[src/rtl/ssb_pkg.sv]
// Package: shared helpers for the speculative store buffer.
// Assumes ages are sequence numbers no wider than 31 bits that wrap.
package ssb_pkg;

    // True when age a precedes age b in program order (wrap-aware).
    function automatic logic ssb_is_older(input logic [31:0] a,
                                          input logic [31:0] b,
                                          input int unsigned w);
        logic [31:0] mask;
        logic [31:0] diff;
        mask = (32'd1 << w) - 32'd1;
        diff = (b - a) & mask;
        return (diff != 32'd0) && (diff[w-1] == 1'b0);
    endfunction

endpackage

[src/rtl/ssb_entry.sv]
// Module: one slot of the store buffer.
// Holds address, data, tag and age, plus a valid bit and a speculative bit.
// Assumes the slot is written only while it is empty, and that commit tags
// are unique among speculative slots.
// A commit in the same cycle as a kill protects the slot.
module ssb_entry #(
    parameter int ADDR_W = 32,
    parameter int DATA_W = 32,
    parameter int TAG_W  = 6,
    parameter int AGE_W  = 8
) (
    input  logic              clk,
    input  logic              rst_n,
    input  logic              wr_en,
    input  logic [ADDR_W-1:0] wr_addr,
    input  logic [DATA_W-1:0] wr_data,
    input  logic [TAG_W-1:0]  wr_tag,
    input  logic [AGE_W-1:0]  wr_age,
    input  logic              commit_valid,
    input  logic [TAG_W-1:0]  commit_tag,
    input  logic              kill_valid,
    input  logic [AGE_W-1:0]  kill_age,
    input  logic              pop_en,
    output logic              busy,
    output logic              spec,
    output logic [ADDR_W-1:0] addr,
    output logic [DATA_W-1:0] data,
    output logic [AGE_W-1:0]  age,
    output logic              kill_hit
);
    import ssb_pkg::*;

    logic [TAG_W-1:0] tag_q;
    logic             commit_hit;

    // Decide whether this slot is retired or squashed this cycle.
    always_comb begin
        commit_hit = commit_valid && busy && spec && (tag_q == commit_tag);
        kill_hit   = kill_valid && busy && spec && !commit_hit &&
                     !ssb_is_older(32'(age), 32'(kill_age), AGE_W);
    end

    // Update the slot state: pop, squash, fill, or retire.
    always_ff @(posedge clk) begin
        if (!rst_n) begin
            busy <= 1'b0;
            spec <= 1'b0;
        end else if (pop_en || kill_hit) begin
            busy <= 1'b0;
            spec <= 1'b0;
        end else if (wr_en) begin
            busy <= 1'b1;
            spec <= 1'b1;
        end else if (commit_hit) begin
            spec <= 1'b0;
        end
    end

    // Capture the payload on fill; no reset is needed for data fields.
    always_ff @(posedge clk) begin
        if (wr_en) begin
            addr  <= wr_addr;
            data  <= wr_data;
            tag_q <= wr_tag;
            age   <= wr_age;
        end
    end

endmodule

[src/rtl/ssb_ptr_ctrl.sv]
// Module: ring pointers and occupancy for the store buffer.
// Assumes DEPTH is a power of two and that killed slots always form the
// youngest run of the ring, because allocation follows program order.
module ssb_ptr_ctrl #(
    parameter int DEPTH = 8,
    localparam int PTR_W = $clog2(DEPTH),
    localparam int CNT_W = $clog2(DEPTH + 1)
) (
    input  logic             clk,
    input  logic             rst_n,
    input  logic             push,
    input  logic             pop,
    input  logic [CNT_W-1:0] kill_cnt,
    output logic [PTR_W-1:0] head,
    output logic [PTR_W-1:0] tail,
    output logic [CNT_W-1:0] count
);
    logic [PTR_W-1:0] kill_ptr;

    // Reduce the kill count to a ring distance (DEPTH wraps to zero).
    always_comb kill_ptr = PTR_W'(kill_cnt);

    // Advance the head on a pop, and move the tail by pushes minus squashes.
    always_ff @(posedge clk) begin
        if (!rst_n) begin
            head  <= '0;
            tail  <= '0;
            count <= '0;
        end else begin
            head  <= head + PTR_W'(pop);
            tail  <= tail + PTR_W'(push) - kill_ptr;
            count <= count + CNT_W'(push) - CNT_W'(pop) - kill_cnt;
        end
    end

endmodule

[src/rtl/ssb_fwd_select.sv]
// Module: load forwarding search.
// Walks the ring from oldest to youngest, so the last qualifying match wins.
// Assumes the ring order starting at head is allocation order.
module ssb_fwd_select #(
    parameter int DEPTH  = 8,
    parameter int ADDR_W = 32,
    parameter int DATA_W = 32,
    parameter int AGE_W  = 8,
    localparam int PTR_W = $clog2(DEPTH)
) (
    input  logic [DEPTH-1:0]             busy,
    input  logic [DEPTH-1:0][ADDR_W-1:0] addr,
    input  logic [DEPTH-1:0][DATA_W-1:0] data,
    input  logic [DEPTH-1:0][AGE_W-1:0]  age,
    input  logic [PTR_W-1:0]             head,
    input  logic                         ld_valid,
    input  logic [ADDR_W-1:0]            ld_addr,
    input  logic [AGE_W-1:0]             ld_age,
    output logic                         hit,
    output logic [DATA_W-1:0]            hit_data
);
    import ssb_pkg::*;

    // Pick the youngest older store whose address matches the load.
    always_comb begin
        hit      = 1'b0;
        hit_data = '0;
        for (int unsigned i = 0; i < DEPTH; i++) begin
            logic [PTR_W-1:0] idx;
            idx = head + PTR_W'(i);
            if (ld_valid && busy[idx] && (addr[idx] == ld_addr) &&
                ssb_is_older(32'(age[idx]), 32'(ld_age), AGE_W)) begin
                hit      = 1'b1;
                hit_data = data[idx];
            end
        end
    end

endmodule

[src/rtl/store_spec_buf.sv]
// Module: speculative store buffer with load forwarding (top).
// Stores enter speculative, retire by tag, are squashed by age, and drain in
// order to the cache. Loads get data from the youngest older matching store.
// Assumes stores arrive in program order, commits follow program order and
// tags are unique among live speculative entries.
module store_spec_buf #(
    parameter int DEPTH  = 8,
    parameter int ADDR_W = 32,
    parameter int DATA_W = 32,
    parameter int TAG_W  = 6,
    parameter int AGE_W  = 8
) (
    input  logic              clk,
    input  logic              rst_n,
    input  logic              alloc_valid,
    output logic              alloc_ready,
    input  logic [ADDR_W-1:0] alloc_addr,
    input  logic [DATA_W-1:0] alloc_data,
    input  logic [TAG_W-1:0]  alloc_tag,
    input  logic [AGE_W-1:0]  alloc_age,
    input  logic              commit_valid,
    input  logic [TAG_W-1:0]  commit_tag,
    input  logic              kill_valid,
    input  logic [AGE_W-1:0]  kill_age,
    input  logic              ld_valid,
    input  logic [ADDR_W-1:0] ld_addr,
    input  logic [AGE_W-1:0]  ld_age,
    output logic              ld_hit,
    output logic [DATA_W-1:0] ld_data,
    output logic              cache_wr_valid,
    input  logic              cache_wr_ready,
    output logic [ADDR_W-1:0] cache_wr_addr,
    output logic [DATA_W-1:0] cache_wr_data
);
    localparam int PTR_W = $clog2(DEPTH);
    localparam int CNT_W = $clog2(DEPTH + 1);

    logic [DEPTH-1:0]             busy_vec;
    logic [DEPTH-1:0]             spec_vec;
    logic [DEPTH-1:0]             kill_vec;
    logic [DEPTH-1:0][ADDR_W-1:0] addr_arr;
    logic [DEPTH-1:0][DATA_W-1:0] data_arr;
    logic [DEPTH-1:0][AGE_W-1:0]  age_arr;
    logic [PTR_W-1:0]             head;
    logic [PTR_W-1:0]             tail;
    logic [CNT_W-1:0]             count;
    logic [CNT_W-1:0]             kill_cnt;
    logic                         push;
    logic                         pop;

    // Accept a store only with room and no squash in flight.
    always_comb begin
        alloc_ready = (count < CNT_W'(DEPTH)) && !kill_valid;
        push        = alloc_valid && alloc_ready;
    end

    // Offer the oldest entry to the cache once it has retired.
    always_comb begin
        cache_wr_valid = busy_vec[head] && !spec_vec[head];
        cache_wr_addr  = addr_arr[head];
        cache_wr_data  = data_arr[head];
        pop            = cache_wr_valid && cache_wr_ready;
    end

    // Count the slots squashed this cycle.
    always_comb begin
        kill_cnt = '0;
        for (int i = 0; i < DEPTH; i++) begin
            kill_cnt = kill_cnt + CNT_W'(kill_vec[i]);
        end
    end

    for (genvar g = 0; g < DEPTH; g++) begin : g_slot
        ssb_entry #(
            .ADDR_W(ADDR_W),
            .DATA_W(DATA_W),
            .TAG_W (TAG_W),
            .AGE_W (AGE_W)
        ) u_entry (
            .clk         (clk),
            .rst_n       (rst_n),
            .wr_en       (push && (tail == PTR_W'(g))),
            .wr_addr     (alloc_addr),
            .wr_data     (alloc_data),
            .wr_tag      (alloc_tag),
            .wr_age      (alloc_age),
            .commit_valid(commit_valid),
            .commit_tag  (commit_tag),
            .kill_valid  (kill_valid),
            .kill_age    (kill_age),
            .pop_en      (pop && (head == PTR_W'(g))),
            .busy        (busy_vec[g]),
            .spec        (spec_vec[g]),
            .addr        (addr_arr[g]),
            .data        (data_arr[g]),
            .age         (age_arr[g]),
            .kill_hit    (kill_vec[g])
        );
    end

    ssb_ptr_ctrl #(.DEPTH(DEPTH)) u_ptr (
        .clk     (clk),
        .rst_n   (rst_n),
        .push    (push),
        .pop     (pop),
        .kill_cnt(kill_cnt),
        .head    (head),
        .tail    (tail),
        .count   (count)
    );

    ssb_fwd_select #(
        .DEPTH (DEPTH),
        .ADDR_W(ADDR_W),
        .DATA_W(DATA_W),
        .AGE_W (AGE_W)
    ) u_fwd (
        .busy    (busy_vec),
        .addr    (addr_arr),
        .data    (data_arr),
        .age     (age_arr),
        .head    (head),
        .ld_valid(ld_valid),
        .ld_addr (ld_addr),
        .ld_age  (ld_age),
        .hit     (ld_hit),
        .hit_data(ld_data)
    );

endmodule

[config.mk]
export PLATFORM = sky130hd
export DESIGN_NAME = store_spec_buf
export DESIGN_NICKNAME = d
export VERILOG_FILES = /design/src/rtl/ssb_pkg.sv /design/src/rtl/ssb_entry.sv /design/src/rtl/ssb_ptr_ctrl.sv /design/src/rtl/ssb_fwd_select.sv /design/src/rtl/store_spec_buf.sv
export SDC_FILE = /design/constraint.sdc
export NUM_CORES = 2
export LEC_CHECK = 0
export BUFFER_PORTS_ARGS = -buffer_cell sky130_fd_sc_hd__clkbuf_2
export CAP_MARGIN = 20
export CORE_ASPECT_RATIO = 1.2
export CORE_UTILIZATION = 55
export CTS_CLUSTER_DIAMETER = 200
export DETAILED_ROUTE_END_ITERATION = 10
export PLACE_DENSITY = 0.72
export SETUP_SLACK_MARGIN = 0.02
export SYNTH_ARGS = -nofsm -noshare
export SYNTH_HDL_FRONTEND = slang
export SYNTH_HIERARCHICAL = 1
export SYNTH_SLANG_ARGS = --single-unit
[constraint.sdc]
create_clock -name clk -period 19.8 [get_ports clk]
set_input_delay 1.98 -clock clk [delete_from_list [all_inputs] [get_ports clk]]
set_output_delay 1.98 -clock clk [all_outputs]
set_load 0.1 [all_outputs]
==> reports/qor.yml <==
pwr:
  p_switching_mw: 1.62
  p_comb_share_pct: 34.8
  leakage_nw: 20.4
  p_clk_share_pct: 30.1
  power_frac_seq_pct: 35.1
  vdd_drop_max_v: 0.0000978
  internal_power_mw: 2.99
  switching_share_pct: 35.2
  power.density_mw_per_mm2: 74.4
synthesis:
  ys_warn_count: 6
  ys_seq_elements: 650
  synth_flop_cell: "edfxtp_1"
  synth_edf_count: 624
  synthArstFlopShare_pct: 0
  synth_top_area_share_pct: 32.5
  synthCells: 4402
  synth_area_mm2: 0.0577
  ys_seq_area_share_pct: 33.4
  synth.top_cells.by_count: "mux4_2 (654), edfxtp_1 (624), mux2i_1 (398)"
  syn_nets: 4690
  yosysMostFrequentCell: "mux4_2"
  avgSynthCellArea_um2: 13.1
  synth.largest_area_cell: "edfxtp_1"
  yosysUniqueCellTypes: 103
  synth_area_leaders: "edfxtp_1 (32%), mux4_2 (26%), mux2i_1 (6.9%), xnor2_1 (4.3%), ha_1 (2.7%)"
sta:
  worst_pin_slew_ns: 1.19
  setup_viol: 0
  slew_violations: 0
  fmax_ghz: 0.0893
  rsz0062_at_grt: "false"
  hold_violations: 0
  hold_ws_ns: 0.568
  final.setup.tns_ns: 0
  finalCritPeriodShare_pct: 56.6
  fin_worst_skew_ns: 0.0212
  final.min_clock_period_ns: 11.20
  slew-limit-headroom_pct: 20.8
clock_tree:
  cts_htree_levels: 3
  cts_resized: 0
  root_buffer: "clkbuf_16"
  path_clk_slew_ns: 0.06
  cts_tree: "built"
  numClockSinks: 650
  cts_buffers: 71
  cts_buffer_depth: 3
  post-cts-setup-buffers: 0
  ctsHoldBuffers: 0
  clock_latency_ns: 0.66
global_routing:
  grt_antenna_before_repair: 31
  grt-ovfl-total: 0
  grt_pass1_wl_um: 286000
  grt_max_degree: 130
  grt_use_total_pct: 36.6
  grt_pass1_vias: 41692
hold_path:
  hold_path_depth: 2
  hold_start: "g_slot[3].u_entry/spec"
  holdPathEnd: "g_slot[3].u_entry/spec"
  min-delay-path-class: "reg -> reg"
floorplanning:
  start_util_pct: 55.8
  rows: 129
  die-area_mm2: 0.106
  die_w_um: 298
  core_mm2: 0.103
  io_pins: 238
  die_h_um: 357
placed_design:
  dp_hpwl_um: 136000
  gp_congestion: 1.10
  portBuffers: 237
  placedCellCount: 5742
setup_path:
  r2r_setup_slack_ns: 13.18
  crit_path_end_kind: "output port"
  path_max_fanout: 129
  critPathArrivalTime_ns: 9.22
  timing.rr.start: "g_slot[3].u_entry/age[0]"
  critical-path-max-stage-delay_ns: 1.08
  critPathKind: "reg -> out"
  rr_worst_depth: 23
  slowest_stage: "and4b_2"
  path_cells: "buf_12 -> buf_4 -> buf_4 -> buf_4 -> mux4_2 -> xnor2_1 -> o2111ai_1 -> a22oi_1 -> o211ai_1 -> and4b_2 -> inv_1 -> o2111ai_4 -> buf_4 -> a311oi_1 -> o32ai_2 -> clkbuf_2"
  rr_endpoint: "u_ptr/count[3]"
  setup.worst_path.start_class: "register"
  crit_top_cell: "buf_4"
  cp.required_ns: 17.82
routing:
  first_pass_iters: 9
  drt_wl_total_um: 197000
  drt_iter0_markers: 5598
  drc: 0
  wl_per_cell_um: 33.4
  vias: 43743
  vias_per_cell: 7.42
  postRouteAntennaNets: 0
run_status:
  status: "finished, final reports clean"
finish:
  stdcell_count: 5894
  syn_to_final_growth_pct: 7.45
  final_core_util_pct: 59.9
  drive_above_1_share_pct: 29.2
  nets: 4733
flow_run:
  maxCapViolations: 0
-- power by group through the flow --
stage,clock network (mW),registers [mW],logic (mW)
floorplan,0,1.63,1.20
global placement,0,1.64,1.55
detailed placement,0,1.65,1.57
CTS,1.40,1.62,1.57
global route,1.45,1.62,1.67
finish,1.39,1.62,1.60
-- layout make-up --
cell class	instances	area, µm²
clock buffers	78	1810
well taps	1375	1720
repair buffers	318	1900
inverters	149	559
fillers	8024	41500
clock inverters	53	606
flip-flops and latches	650	19300
multi-input cells	3255	36100
diodes	16	40.0
-- cells by family after synthesis --
logic type | count (synthesis) | synth area share, %
AO/OA/AOI/OAI | 579 | 7.71
multiplexers | 1216 | 36.9
flip-flops | 650 | 33.4
AND/OR/NAND/NOR | 948 | 8.45
adder cells (fa/ha/maj) | 149 | 3.54
buffers and inverters | 497 | 4.38
XOR/XNOR | 363 | 5.68
-- metal layers --
| metal | global-route usage, % | up-vias | routed length [µm] |
|---|---|---|---|
| met2 | 59.5 | 2841 | 93300 |
| li1 | - | 18059 | - |
| met3 | 7.63 | 656 | 19900 |
| met5 | 0 | - | 211 |
| met1 | 45.4 | 22157 | 69500 |
| met4 | 21.3 | 30 | 13800 |
-- worst max path at each step --
| stage | slack (ns) | end | start |
|---|---|---|---|
| global route | 8.11 | ld_data[19] | u_ptr/head[0] |
| global placement | 9.44 | ld_data[24] | u_ptr/head[1] |
| finish | 8.60 | ld_data[24] | u_ptr/head[0] |
| detailed placement | 9.24 | ld_data[19] | u_ptr/head[1] |
| floorplan | 8.88 | ld_data[31] | u_ptr/head[1] |
| CTS | 8.54 | ld_data[19] | u_ptr/head[1] |
-- registers in the layout (all words and copies together) (netlist names), 4 cells and up --
name                  count
g_slot.u_entry/spec       8
g_slot.u_entry/tag_q     48
u_ptr/count               4
g_slot.u_entry/age       64
g_slot.u_entry/data     256
g_slot.u_entry/busy       8
g_slot.u_entry/addr     256
-- through the flow --
step	instance area (µm²)	total power [mW]	setup slack, ns
floorplan	57700	2.83	8.88
global placement	59400	3.20	9.44
detailed placement	59400	3.21	9.24
CTS	61900	4.60	8.54
global route	62000	4.75	8.11
finish	62000	4.61	8.60
-- cells in the final DEF, fill, tap and decap left out, types with 47 or more instances in the layout --
cell type,Yosys,routed
mux4_2,654,654
nand3_1,105,105
nor2_1,100,93
edfxtp_1,624,624
nand4_1,109,109
mux4_1,47,47
xor2_1,71,70
xnor2_1,280,277
buf_4,24,73
inv_1,146,146
ha_1,125,124
or3_1,50,50
clkbuf_16,0,71
mux2_2,117,117
mux2i_1,398,398
o21ai_0,58,58
a21oi_1,127,126
clkbuf_2,0,237
nand2_1,337,337
-- critical path: cells and delay by family, from the launching register on --
kind	cells	cell delay (ns)
AOI/OAI and AO/OA	6	1.85
buffers and inverters	7	4.04
DFF	1	0.37
and+or+nand+nor	1	1.08
xor gates and xnor gates	1	0.39
muxes	1	0.61
No activity file was read; power rests on OpenSTA's default activity.
